===== src/rtl/way_share_eval.sv =====
module way_share_eval #(
  parameter int NCORES = 2,
  parameter int NWAYS  = 16,
  parameter int NSETS  = 32,
  localparam int CIW = (NCORES > 1) ? $clog2(NCORES) : 1,
  localparam int SIW = $clog2(NSETS),
  localparam int PIW = $clog2(NWAYS),
  localparam int UW  = $clog2(NSETS + 1),
  localparam int WW  = $clog2(NWAYS + 1)
) (
  input  logic                 clk,
  input  logic                 rst_n,
  input  logic                 rec_valid,
  input  logic [CIW-1:0]       rec_core,
  input  logic [SIW-1:0]       rec_set,
  input  logic [PIW-1:0]       rec_pos,
  input  logic                 start,
  input  logic [UW-1:0]        thresh,
  input  logic [NCORES*WW-1:0] priv_in,
  output logic [NCORES*WW-1:0] priv_out,
  output logic [WW-1:0]        shared_out,
  output logic                 done
);

  logic [NSETS-1:0] used [NCORES*NWAYS];
  logic [WW-1:0]    priv_r [NCORES];
  logic [WW-1:0]    shared_r;
  logic [CIW-1:0]   cur;
  logic             busy;

  logic [WW-1:0]    cur_cnt;
  logic [PIW-1:0]   cur_pos;
  logic [UW-1:0]    util;
  logic             share_ok;
  logic             last_core;
  int               rd_idx;

  assign cur_cnt   = priv_r[cur];
  assign cur_pos   = PIW'(cur_cnt - WW'(1));
  assign last_core = (int'(cur) == NCORES - 1);

  always_comb begin
    rd_idx   = int'(cur) * NWAYS + int'(cur_pos);
    util     = UW'($countones(used[rd_idx]));
    share_ok = (cur_cnt != '0) && (util < thresh);
  end

  for (genvar c = 0; c < NCORES; c++) begin : g_out
    assign priv_out[c*WW +: WW] = priv_r[c];
  end
  assign shared_out = shared_r;

  always_ff @(posedge clk) begin
    if (!rst_n) begin
      busy     <= 1'b0;
      done     <= 1'b0;
      cur      <= '0;
      shared_r <= '0;
      for (int c = 0; c < NCORES; c++) priv_r[c] <= '0;
    end else begin
      done <= 1'b0;
      if (!busy) begin
        if (start) begin
          busy     <= 1'b1;
          cur      <= '0;
          shared_r <= '0;
          for (int c = 0; c < NCORES; c++) priv_r[c] <= priv_in[c*WW +: WW];
        end
      end else if (share_ok) begin
        priv_r[cur] <= cur_cnt - WW'(1);
        shared_r    <= shared_r + WW'(1);
      end else if (last_core) begin
        busy <= 1'b0;
        done <= 1'b1;
      end else begin
        cur <= cur + CIW'(1);
      end
    end
  end

  always_ff @(posedge clk) begin
    if (!rst_n || (busy && !share_ok && last_core)) begin
      for (int i = 0; i < NCORES*NWAYS; i++) used[i] <= '0;
    end else if (rec_valid && !busy) begin
      used[int'(rec_core) * NWAYS + int'(rec_pos)][rec_set] <= 1'b1;
    end
  end

endmodule


===== config.mk =====
export PLATFORM = sky130hd
export DESIGN_NAME = way_share_eval
export DESIGN_NICKNAME = d
export VERILOG_FILES = /design/src/rtl/way_share_eval.sv
export SDC_FILE = /design/constraint.sdc
export NUM_CORES = 2
export LEC_CHECK = 0
export BUFFER_PORTS_ARGS = -buffer_cell sky130_fd_sc_hd__buf_2
export CAP_MARGIN = 5
export CORE_MARGIN = 2
export CORE_UTILIZATION = 40
export CTS_CLUSTER_DIAMETER = 30
export DETAILED_ROUTE_END_ITERATION = 7
export GPL_TIMING_DRIVEN = 1
export MAX_ROUTING_LAYER = met4
export PLACE_DENSITY_LB_ADDON = 0.25
export RECOVER_POWER = 100
export SYNTH_ARGS = -nofsm -noshare
export SYNTH_HDL_FRONTEND = slang
export SYNTH_SLANG_ARGS = --single-unit

===== constraint.sdc =====
create_clock -name clk -period 13 [get_ports clk]
set_input_delay 1.95 -clock clk [delete_from_list [all_inputs] [get_ports clk]]
set_output_delay 1.95 -clock clk [all_outputs]
set_load 0.005 [all_outputs]

After elaboration in Yosys (flattened, before gate mapping)

Memories as Yosys holds them, arrays and structs flattened. A register that Yosys moved wholly into a read port is not among the register bits.
Index checks and enable logic that the tools add are counted.

Register bits: 8
Latch bits: 0
Memory bits (read-only): 0
Memories kept: 2
RAM bits: 1034

Reduce and logical (&&, ||, !) cells: 16
Bitwise operators: 4
Multipliers: 0
$add $sub $neg: 36
Div/mod/pow operators: 0
Eq/ne operators: 2
Shift-type cells: 0
Order comparisons: 3
Multiplexer cells: 37

Memories:

| name   | depth | bits a word | rd ports | clocked after memory_dff | write ports | line | source |
|---|---|---|---|---|---|---|---|
| used   | 32    | 32          | 1        | 0                        | 32          | 25   | `logic [NSETS-1:0] used [NCORES*NWAYS];` |
| priv_r | 2     | 5           | 3        | 1                        | 2           | 26   | `logic [WW-1:0] priv_r [NCORES];` |

Operators by type and width:

| operator                                                                             | number |
|---|---|
| 32-bit 2-to-1 mux                                                                    | 3 |
| 5-bit 2-to-1 mux                                                                     | 7 |
| 1-bit by 1-bit adder with 2-bit output                                               | 16 |
| 32-bit OR reduction                                                                  | 1 |
| 1-bit 2-to-1 mux                                                                     | 26 |
| 2-bit by 2-bit adder with 3-bit output                                               | 8 |
| 3-bit by 3-bit adder with 4-bit output                                               | 4 |
| 4-bit by 4-bit adder with 5-bit output                                               | 2 |
| 5-bit by 4-bit adder with 5-bit output                                               | 2 |
| 5-bit by 5-bit adder with 6-bit output                                               | 1 |
| 5-bit by 6-bit less-than comparator with 1-bit output (second input constant)        | 1 |
| 6-bit less-than comparator                                                           | 1 |
| 5-bit by 1-bit adder with 5-bit output (second input constant)                       | 1 |
| 1-bit demux with 5-bit select                                                        | 1 |
| 5-bit by 1-bit greater-or-equal comparator with 1-bit output (second input constant) | 1 |
| 1-bit logical AND                                                                    | 5 |
| 5-bit nonzero test                                                                   | 1 |
| 5-bit OR reduction                                                                   | 1 |
| 5-bit by 1-bit subtractor with 5-bit output (second input constant)                  | 1 |
| 2-bit AND reduction                                                                  | 2 |
| 1-bit logical NOT                                                                    | 3 |
| 3-bit OR reduction                                                                   | 1 |
| 2-bit by 1-bit != test with 1-bit output (second input constant)                     | 1 |
| 2-bit != test (second input constant)                                                | 1 |
| 5 further kinds                                                                      | 7 |

Longest topological paths before layout

An unclocked memory read counts as a cell.

Depth in word-level cells: 18
Gate-level depth with buffers: 37

Least setup slack after synthesis

No wires, ideal clock.

Path type: reg2reg
Start point: reg (tool-made name)
End point: mem used[20][30]
Cell stages (with the launch flop): 37
Required time: 12.873 ns
Arrival time: 8.840 ns
Setup slack: 4.033 ns
Buffers on the path: 8
Cell sequence: dfxtp_1 -> buf_4 -> mux2_2 -> inv_1 -> ha_1 -> xnor2_1 -> buf_2 -> buf_6 -> buf_4 -> mux4_2 -> a22oi_1 -> nand4_1 -> fa_1 -> inv_1 -> fa_1 -> inv_1 -> fa_1 -> fa_1 -> inv_1 -> fa_1 -> fa_1 -> inv_1 -> ha_1 -> fa_1 -> a21o_1 -> a21oi_1 -> xnor2_1 -> ha_1 -> nand2_1 -> nor3_1 -> o211ai_1 -> and2_1 -> buf_2 -> buf_2 -> buf_2 -> buf_2 -> o2bb2ai_1

RTL lines:

| item          | line |
|---|---|
| end, declared | 25 |

==> metrics.txt <==
status complete, no violations; post-route cell area between 40000 and 50000 sq um; worst-case headroom to the max-slew limit 12.52%; ratio of cells with drive above 1 in the final layout a little under a quarter; Hold Path Cell Cnt 1; antenna violations before repair 12; Netlist cell types 56; hold buffer count at CTS 0; Synth area leader sky130_fd_sc_hd__dfxtp_1; vias per std cell between 6 and 7; relative area change from synthesis to final layout 19.64%; number of max-cap violations 0; Critical-path top delay cell sky130_fd_sc_hd__and2_4; average wire length per cell after detail routing between 20 and 30 microns; NumNets Final ~3.2k; reg-to-reg setup timing slack around 0.84 ns; Final HPWL DP between 70 and 80 mm; type of the worst setup path register to register; maximum resistive drop on vdd roughly 0.14 mV; height of the die about 320 microns; global-route wire length before repair around 190 mm; most frequent cell after synthesis sky130_fd_sc_hd__dfxtp_1; Cell Rows ~120; slack of the critical path ~0.84 ns; cell count after synthesis 3206; cells resized by post-CTS repair 0; final critical delay including setup and external delays between 10 and 15 ns; effective utilization at floorplan between 40 and 50%; Final Total Pwr around 9.3 mW; final core utilization between 40% and 50%; RSZ-0062 raised after global routing false; most used cell, CP sky130_fd_sc_hd__fa_1; Inserted Clock Buffers ~190; FF+latch area 20980 sq um; Skew-Pair Late Insertion Delay about 0.76 ns; crit share post-route 93.55%; GP Congestion between 0.8 and 0.9; CP arrival roughly 13 ns; share of the synthesized area in the top cell type approximately half; Core Box Area a little over 100000 sq um; CTS sink cnt about 1.0k; # DRC 0; vias in the first global route 29.52k; number of buffers inserted by post-CTS setup repair 0; worst-path maximum fanout 78; # fillers just under 9k; Post-synth EDFFs 10; final number of max-transition violations 0; prevailing post-synth register cell sky130_fd_sc_hd__dfxtp_1; leakage power summed over all cells 17.12 nW; area used by multi-input combinational logic ~18000 sq um; maximum number of pins on one net before global-route repair about 130; synthesized area per cell about 13 sq um; Synth Warn # 0; initial DRC count 3042; via count approximately 30k; CTS tree built; net count of the mapped netlist between 3k and 4k; Top Ports 46; number of endpoints with negative hold slack in the final report 0; share of async-settable or async-resettable flops after synthesis 0%; global-route congestion overflow total 0; power density over the cells about 190 nW/um^2; top post-synthesis cells by count 1033 x sky130_fd_sc_hd__dfxtp_1, 518 x sky130_fd_sc_hd__a22o_1, 503 x sky130_fd_sc_hd__o2bb2ai_1; Port-buffer cells 45; aggregate negative setup slack 0 ns; fmax between 80 and 90 MHz; H-tree Lvls 4; HP Class register to register; post-route ant nets 0; Slew @ Worst Pin around 1.3 ns; Final Routed Wirelength around 120 mm; number of buffers between clock root and the deepest sink 3; root buffer cell sky130_fd_sc_hd__clkbuf_16; Place WS around 1.3 ns; endpoint required time on the critical path roughly 14 ns; worst clock skew on the final layout between 0.02 and 0.03 ns; full die area around 100000 sq um; Clock transition at path regs around 0.05 ns; total standard cell area after synthesis 40740 sq um; Critical Path Source Type register; Synth Register Bits between 1k and 1.5k; router iterations before antenna repair 5; GRT Util Overall 23.69%; longest individual stage delay on the worst path 0.83 ns; post-place instance area 42110 sq um; kind of end point of the critical path register; final setup violation count 0; cell types with the largest area share after synthesis sky130_fd_sc_hd__dfxtp_1 51%, sky130_fd_sc_hd__mux4_2 14%, sky130_fd_sc_hd__a22o_1 11%, sky130_fd_sc_hd__o2bb2ai_1 11%, sky130_fd_sc_hd__a22oi_1 2.3%; Die Wd ~320 microns; part of the Yosys area used for sequential elements 51.49%; cells on worst reg2reg path 32
power by group:
| group | switching [mW] | internal, mW |
|---|---|---|
| Combinational | 0.624 | 0.367 |
| Clock | 1.74 | 3.34 |
| Sequential | 0.00855 | 3.22 |
| Total | 2.37 | 6.92 |
cell usage in the layout, fill, tap and decap left out, types with 18 or more instances in the layout:
cell type / Yosys / routed
sky130_fd_sc_hd__nand4_1: 19 / 19
sky130_fd_sc_hd__clkbuf_8: 0 / 22
sky130_fd_sc_hd__mux4_2: 253 / 253
sky130_fd_sc_hd__buf_4: 6 / 53
sky130_fd_sc_hd__clkinv_2: 0 / 28
sky130_fd_sc_hd__fa_1: 24 / 24
sky130_fd_sc_hd__buf_2: 128 / 32
sky130_fd_sc_hd__nand2_1: 75 / 75
sky130_fd_sc_hd__bufinv_16: 0 / 27
sky130_fd_sc_hd__inv_1: 28 / 28
sky130_fd_sc_hd__clkbuf_1: 237 / 35
sky130_fd_sc_hd__a22o_1: 518 / 518
sky130_fd_sc_hd__dfxtp_1: 1033 / 1033
sky130_fd_sc_hd__inv_6: 0 / 18
sky130_fd_sc_hd__buf_12: 0 / 19
sky130_fd_sc_hd__o2bb2ai_1: 503 / 503
sky130_fd_sc_hd__clkinvlp_4: 0 / 22
sky130_fd_sc_hd__a22oi_1: 124 / 124
sky130_fd_sc_hd__nor2_2: 0 / 36
sky130_fd_sc_hd__clkbuf_16: 0 / 188
sky130_fd_sc_hd__nor2_1: 67 / 31
stage by stage:
step	std cells	hold WS, ns
6_report	4675	0.4549
5_1_grt	4675	0.4644
4_1_cts	4672	0.4561
3_5_place_dp	4325	0.4409
3_3_place_gp	4325	0.4385
2_1_floorplan	3206	0.4271
final timing paths:
check	from	end
hold / removal	used[17][14]$_DFF_P_	used[17][14]$_DFF_P_
setup / recovery	register	used[10][8]$_DFF_P_
hold reg to reg	used[17][14]$_DFF_P_	used[17][14]$_DFF_P_
setup reg to reg	register	used[10][8]$_DFF_P_
final cells by class:
class	instances	area share, %
diodes	1	0.005133
clock buffers	225	10.39
clock inverters	122	3.283
inverters	29	0.2233
multi-input cells	1756	37.31
flip-flops and latches	1043	43.04
well taps	1368	3.511
repair buffers	131	2.246
per-layer routing:
metal / vias up / part of all wire, % / track usage, %
met2: 1173 / 46 / 35.59
li1: 12693 / - / -
met5: - / 0 / -
met4: 0 / 2.4 / 7.256
met3: 227 / 6.9 / 4.257
met1: 15231 / 45 / 32.54
cell families after synthesis:
family | synth area share, %
compound gates | 25.16
flops | 51.49
buf+inv | 4.253
mux | 14.22
simple gates | 3.092
fa+ha+maj | 1.640
xor+xnor | 0.1505
critical path, delay by kind of cell (launching register included):
kind            cells  cell delay, ns
mux                 2            0.97
simple gates        3            1.31
flops               1            0.59
compound gates      6            1.66
buf+inv             9            2.09
fa+ha+maj          10            4.49
xor+xnor            2            0.80
flip-flops by register name, indices dropped and copies added (netlist names), named ones only:
register,cells
busy,1
cur,1
done,1
priv_r,10
shared_out,5
used,1024
(Power assumes the default switching activity.)
